**src/rtl/mpa_pkg.sv**
```systemverilog
package mpa_pkg;

    localparam int MAX_PORTS = 6;
    localparam int IDX_W     = $clog2(MAX_PORTS);

    typedef logic [MAX_PORTS-1:0] port_vec_t;
    typedef logic [IDX_W-1:0]     port_idx_t;

    typedef enum logic {
        ARB_IDLE = 1'b0,
        ARB_WAIT = 1'b1
    } arb_state_t;

    typedef struct packed {
        logic      found;
        port_idx_t idx;
    } pick_t;

    // Lowest set bit wins (port 1 is bit 0).
    function automatic pick_t pick_lowest(port_vec_t v);
        pick_t r;
        r.found = 1'b0;
        r.idx   = '0;
        for (int i = MAX_PORTS - 1; i >= 0; i--) begin
            if (v[i]) begin
                r.found = 1'b1;
                r.idx   = port_idx_t'(i);
            end
        end
        return r;
    endfunction

    function automatic int count_from_code(logic [1:0] code);
        int n;
        case (code)
            2'b00:   n = 2;
            2'b01:   n = 4;
            default: n = 6;
        endcase
        if (n > MAX_PORTS) n = MAX_PORTS;
        return n;
    endfunction

    function automatic port_vec_t present_mask(logic [1:0] code);
        port_vec_t m;
        int n;
        n = count_from_code(code);
        for (int i = 0; i < MAX_PORTS; i++) begin
            m[i] = (i < n);
        end
        return m;
    endfunction

    function automatic port_vec_t idx_to_vec(port_idx_t i);
        port_vec_t v;
        v    = '0;
        v[i] = 1'b1;
        return v;
    endfunction

endpackage

```
**src/rtl/mpa_eligibility.sv**
```systemverilog
module mpa_eligibility
    import mpa_pkg::*;
(
    input  logic [1:0] cfg_ports,
    input  port_vec_t  inhibit,
    input  logic       res_held,
    input  port_idx_t  res_owner,
    output port_vec_t  eligible
);
    port_vec_t present;
    port_vec_t res_filter;

    always_comb begin
        present    = present_mask(cfg_ports);
        res_filter = res_held ? idx_to_vec(res_owner) : '1;
        eligible   = present & ~inhibit & res_filter;
    end

endmodule

```
**src/rtl/mpa_pick.sv**
```systemverilog
module mpa_pick
    import mpa_pkg::*;
(
    input  port_vec_t cand,
    output pick_t     result
);
    always_comb begin
        result = pick_lowest(cand);
    end

endmodule

```
**src/rtl/mpa_reserve.sv**
```systemverilog
module mpa_reserve
    import mpa_pkg::*;
(
    input  logic      clk,
    input  logic      rst,
    input  logic      fire,
    input  port_idx_t winner,
    input  logic      winner_reserve,
    output logic      held,
    output port_idx_t owner
);
    always_ff @(posedge clk) begin
        if (rst) begin
            held  <= 1'b0;
            owner <= '0;
        end else if (fire) begin
            if (winner_reserve) begin
                held  <= 1'b1;
                owner <= winner;
            end else if (held && owner == winner) begin
                held  <= 1'b0;
            end
        end
    end

    // the reservation state moves only on a granted access
    assert_res_stable_R9: assert property (@(posedge clk) disable iff (rst)
        !fire |=> $stable({held, owner}))
        else $error("reservation changed without a grant");

    // a grant with reserve high always leaves the reservation held
    assert_res_taken_R8: assert property (@(posedge clk) disable iff (rst)
        (fire && winner_reserve) |=> held)
        else $error("reservation not taken");

endmodule

```
**src/rtl/mport_arbiter.sv**
```systemverilog
module mport_arbiter
    import mpa_pkg::*;
(
    input  logic                 clk,
    input  logic                 rst,
    input  logic [1:0]           cfg_ports,
    input  logic [MAX_PORTS-1:0] req,
    input  logic [MAX_PORTS-1:0] hipri,
    input  logic [MAX_PORTS-1:0] inhibit,
    input  logic [MAX_PORTS-1:0] reserve,
    input  logic                 mem_busy,
    input  logic                 mem_done,
    output logic [MAX_PORTS-1:0] grant,
    output logic [IDX_W-1:0]     sel_port
);
    arb_state_t state_q;
    port_vec_t  grant_q;
    port_idx_t  sel_q;
    port_vec_t  eligible;
    pick_t      hi_pick;
    pick_t      lo_pick;
    pick_t      win;
    logic       res_held;
    port_idx_t  res_owner;
    logic       fire;

    mpa_eligibility u_elig (
        .cfg_ports (cfg_ports),
        .inhibit   (inhibit),
        .res_held  (res_held),
        .res_owner (res_owner),
        .eligible  (eligible)
    );

    mpa_pick u_pick_hi (
        .cand   (hipri & eligible),
        .result (hi_pick)
    );

    mpa_pick u_pick_lo (
        .cand   ((req | hipri) & eligible),
        .result (lo_pick)
    );

    always_comb begin
        win  = hi_pick.found ? hi_pick : lo_pick;
        fire = (state_q == ARB_IDLE) && !mem_busy && win.found;
    end

    mpa_reserve u_res (
        .clk            (clk),
        .rst            (rst),
        .fire           (fire),
        .winner         (win.idx),
        .winner_reserve (reserve[win.idx]),
        .held           (res_held),
        .owner          (res_owner)
    );

    always_ff @(posedge clk) begin
        if (rst) begin
            state_q <= ARB_IDLE;
            grant_q <= '0;
            sel_q   <= '0;
        end else begin
            grant_q <= '0;
            case (state_q)
                ARB_IDLE: begin
                    if (fire) begin
                        grant_q <= idx_to_vec(win.idx);
                        sel_q   <= win.idx;
                        state_q <= ARB_WAIT;
                    end else if (!win.found) begin
                        sel_q   <= '0;
                    end
                end
                ARB_WAIT: begin
                    if (mem_done) state_q <= ARB_IDLE;
                end
                default: state_q <= ARB_IDLE;
            endcase
        end
    end

    assign grant    = grant_q;
    assign sel_port = sel_q;

    // grant is one-hot and is issued only after a not-busy cycle
    assert_grant_onehot_R4: assert property (@(posedge clk) disable iff (rst)
        $onehot0(grant))
        else $error("grant not one-hot");

    assert_grant_not_busy_R4: assert property (@(posedge clk) disable iff (rst)
        (|grant) |-> !$past(mem_busy))
        else $error("grant while core busy");

    // no grant in the cycle following a grant
    assert_no_back_to_back_R5: assert property (@(posedge clk) disable iff (rst)
        (|grant) |=> !(|grant))
        else $error("back-to-back grant");

    // an inhibited port is never granted
    assert_no_inhibited_R6: assert property (@(posedge clk) disable iff (rst)
        (|grant) |-> !(|(grant & $past(inhibit))))
        else $error("inhibited port granted");

    // while a reservation is held, only its owner is granted
    assert_reserved_owner_R8: assert property (@(posedge clk) disable iff (rst)
        ((|grant) && $past(res_held)) |-> (grant == idx_to_vec($past(res_owner))))
        else $error("grant to non-owner under reservation");

    // a grant and the selection register agree
    assert_sel_matches_R10: assert property (@(posedge clk) disable iff (rst)
        (|grant) |-> (grant == idx_to_vec(sel_port)))
        else $error("selection disagrees with grant");

endmodule

```
**config.mk**
```make
export PLATFORM = sky130hd
export DESIGN_NAME = mport_arbiter
export DESIGN_NICKNAME = d
export VERILOG_FILES = /design/src/rtl/mpa_pkg.sv /design/src/rtl/mpa_eligibility.sv /design/src/rtl/mpa_pick.sv /design/src/rtl/mpa_reserve.sv /design/src/rtl/mport_arbiter.sv
export SDC_FILE = /design/constraint.sdc
export NUM_CORES = 1
export LEC_CHECK = 0
export BUFFER_PORTS_ARGS = -buffer_cell sky130_fd_sc_hd__buf_2
export CAP_MARGIN = 30
export CORE_MARGIN = 2
export CORE_UTILIZATION = 47
export CTS_BUF_LIST = sky130_fd_sc_hd__clkbuf_4 sky130_fd_sc_hd__clkbuf_8 sky130_fd_sc_hd__clkbuf_16
export DETAILED_ROUTE_END_ITERATION = 8
export PLACE_DENSITY = 0.77
export SLEW_MARGIN = 20
export SYNTH_ARGS = -nofsm -noshare
export SYNTH_HDL_FRONTEND = slang
export SYNTH_SLANG_ARGS = --single-unit
```
**constraint.sdc**
```tcl
create_clock -name clk -period 4.1 [get_ports clk]
set_input_delay 0.41 -clock clk [delete_from_list [all_inputs] [get_ports clk]]
set_output_delay 0.41 -clock clk [all_outputs]
set_load 0.005 [all_outputs]
```
==> results_dict.tcl <==
set metrics [dict create \
    yosysSeqAreaShare 0.290 \
    fmax_ghz 0.313 \
    grt_max_degree 13 \
    syn2layout_area_growth_pct 24.4 \
    cp-end-kind "flop" \
    p_seq_frac 0.406 \
    p_sw_uw 130 \
    cts_setup_buffers 0 \
    synth-async-reset-ratio 0 \
    wl_per_cell_um 12.7 \
    status "finished clean" \
    drt-initial-drc-count 18 \
    die_area_sq_mm 0.00243 \
    ys_ff_latch 14 \
    required_ps 4270 \
    initial_core_util 0.497 \
    max-clock-path-buffers 2 \
    nNetsFinal 182 \
    worstPathMaxFanout 8 \
    overflow 0 \
    slew_headroom 0.518 \
    netlist.area_leader.share 0.290 \
    clock_sinks 14 \
    drv_cap 0 \
    syn_nets 143 \
    finalCriticalPeriod_ps 3200 \
    die_h_um 49.3 \
    power_switching_share 0.335 \
    dp_cells 174 \
    cellLeakagePower_nw 0.528 \
    yosysWarnings 0 \
    synth.most_common_cell "nor2_1" \
    critical_path_class "flop to flop" \
    worstSetupStartpointType "flop" \
    gp_congestion 0.873 \
    hold_viol_final 0 \
    skew_ps 0.265 \
    synth_edf_count 0 \
    rsz0062_at_grt "false" \
    synthTopCellsByArea "dfxtp_1 29%, nor2_1 6.2%, a2111oi_2 4.7%" \
    power_density_mw_per_mm2 322 \
    antenna_found_initial 0 \
    setup_viol 0 \
    ys_types 43 \
    synth_common_cells "16 x nor2_1, 14 x dfxtp_1, 11 x nand2_1" \
    first_pass_iters 4 \
    hold_depth 3 \
    slew_violations 0 \
    drive_above_1_share 0.397 \
    grt_pass1_wl_um 3680 \
    clk_root_buffer_cell "clkbuf_4" \
    min_path_type "primary input to flop" \
    num_vias 962 \
    num_antenna_cells 0 \
    io_buffer_count 38 \
    stdcell_count 178 \
    drc 0 \
    cts_max_level 1 \
    netlist_area_sq_um 966 \
    power.ir.vdd_worst_uv 201 \
    comb_power_share 0.340 \
    syn_inst 113 \
    yosys.area.top_type "dfxtp_1" \
    tns_ps 0 \
    worst_slew_pin_slew_ps 705 \
    intPower_uw 257 \
    cts_tree "built" \
    hpwl_um 1860 \
    io_pins 39 \
    synthFlopType "dfxtp_1" \
    crit_arrival_ps 3370 \
    coreArea_sq_mm 0.00194 \
    min_period_over_period 0.780 \
    die_w_um 49.3 \
    ff2ff_path_depth 9 \
    vias_per_cell 5.40 \
    num_rows 16 \
    rrSetupSlack_ps 900 \
    grt_pass1_vias 884 \
    path_clk_slew_ps 80 \
    ctsResizeCount 0 \
    postCtsHoldBufs 0 \
    cts-buffers-inserted 3 \
    routed_wl_um 2270 \
    antenna_left 0 \
    power_frac_clock 0.254 \
    avgSynthCellArea_sq_um 8.55 \
    track_usage 0.193 \
    clock_latency_ps 280 \
]
-- final cells by class --
class	count	area (sq um)
multi-input cells	92	649
flip-flops and latches	14	280
fillers	185	741
well taps	27	33.8
repair buffers	38	190
inverters	3	11.3
clock buffers	4	36.3
-- power by group through the flow --
stage	logic, mW	clock network [mW]	registers, mW
2_1_floorplan	0.104	0	0.154
3_3_place_gp	0.127	0	0.159
3_5_place_dp	0.131	0	0.160
4_1_cts	0.131	0.102	0.157
5_1_grt	0.144	0.110	0.159
6_report	0.132	0.0984	0.157
-- flip-flops by register name (all words and copies together), names as in the netlist --
| name | flops |
|---|---|
| grant | 6 |
| state_q | 1 |
| sel_port | 3 |
| u_res.held | 1 |
| u_res.owner | 3 |
-- worst paths after layout --
| path | start | end |
|---|---|---|
| worst max-delay path | u_res.owner[0]$_SDFFE_PP0P_ | u_res.owner[2]$_SDFFE_PP0P_ |
| worst min-delay path | mem_done | state_q$_SDFF_PP0_ |
| worst max register to register | u_res.owner[0]$_SDFFE_PP0P_ | u_res.owner[2]$_SDFFE_PP0P_ |
| worst min register to register | sel_port[1]$_SDFFE_PP0P_ | sel_port[1]$_SDFFE_PP0P_ |
-- cells in the final DEF, fill, tap and decap left out, types with 2 or more instances in the layout --
master / synthesis / routed
a2111oi_0: 2 / 2
a2111oi_2: 3 / 3
a211oi_1: 2 / 2
a21oi_1: 8 / 8
a31oi_1: 2 / 2
buf_2: 2 / 38
clkbuf_4: 0 / 3
dfxtp_1: 14 / 14
inv_1: 3 / 3
mux2_1: 2 / 2
nand2_1: 11 / 11
nand2b_1: 4 / 4
nand3b_1: 3 / 3
nor2_1: 16 / 16
nor2b_1: 3 / 3
nor4_1: 2 / 2
o211ai_2: 2 / 2
o21bai_1: 2 / 2
or2_2: 3 / 3
or3_1: 3 / 3
xnor2_1: 3 / 3
-- metal layers --
| metal | global-route usage | wire, um | part of all wire | vias to the layer above |
|---|---|---|---|---|
| li1 | - | - | - | 494 |
| met1 | 0.223 | 956 | 0.42 | 432 |
| met2 | 0.351 | 1150 | 0.51 | 34 |
| met3 | 0.0583 | 141 | 0.062 | 2 |
| met4 | 0.0286 | 17 | 0.0075 | 0 |
| met5 | 0 | 0 | 0 | - |
-- critical path: stages (launching register included) --
cell	delay (ps)
dfxtp_1	460
or3b_2	480
a211oi_1	450
a21oi_1	120
a32oi_2	430
nand2_1	190
nor4_1	400
a211oi_4	100
o211ai_2	130
mux2_1	340
-- kinds of logic (layout without fill, tap and decap cells) --
| group | after synthesis | count (layout) | synth area share |
|---|---|---|---|
| simple gates | 52 | 52 | 0.280 |
| flops | 14 | 14 | 0.290 |
| buf+inv | 7 | 45 | 0.0376 |
| mux | 4 | 4 | 0.0453 |
| compound gates | 33 | 33 | 0.320 |
| xor+xnor | 3 | 3 | 0.0272 |
-- metrics by stage --
| stage | instance area [sq um] | setup WS, ps | util | power, mW | hold WS [ps] |
|---|---|---|---|---|---|
| floorplan | 966 | 1280 | - | 0.258 | 439 |
| detailed placement | 1160 | 918 | 0.600 | 0.291 | 432 |
| CTS | 1200 | 916 | 0.619 | 0.391 | 386 |
| finish | 1200 | 900 | 0.619 | 0.387 | 392 |
| global route | 1200 | 716 | 0.619 | 0.413 | 387 |
| global placement | 1160 | 973 | 0.600 | 0.286 | 429 |
No activity file was read; power rests on OpenSTA's default activity.
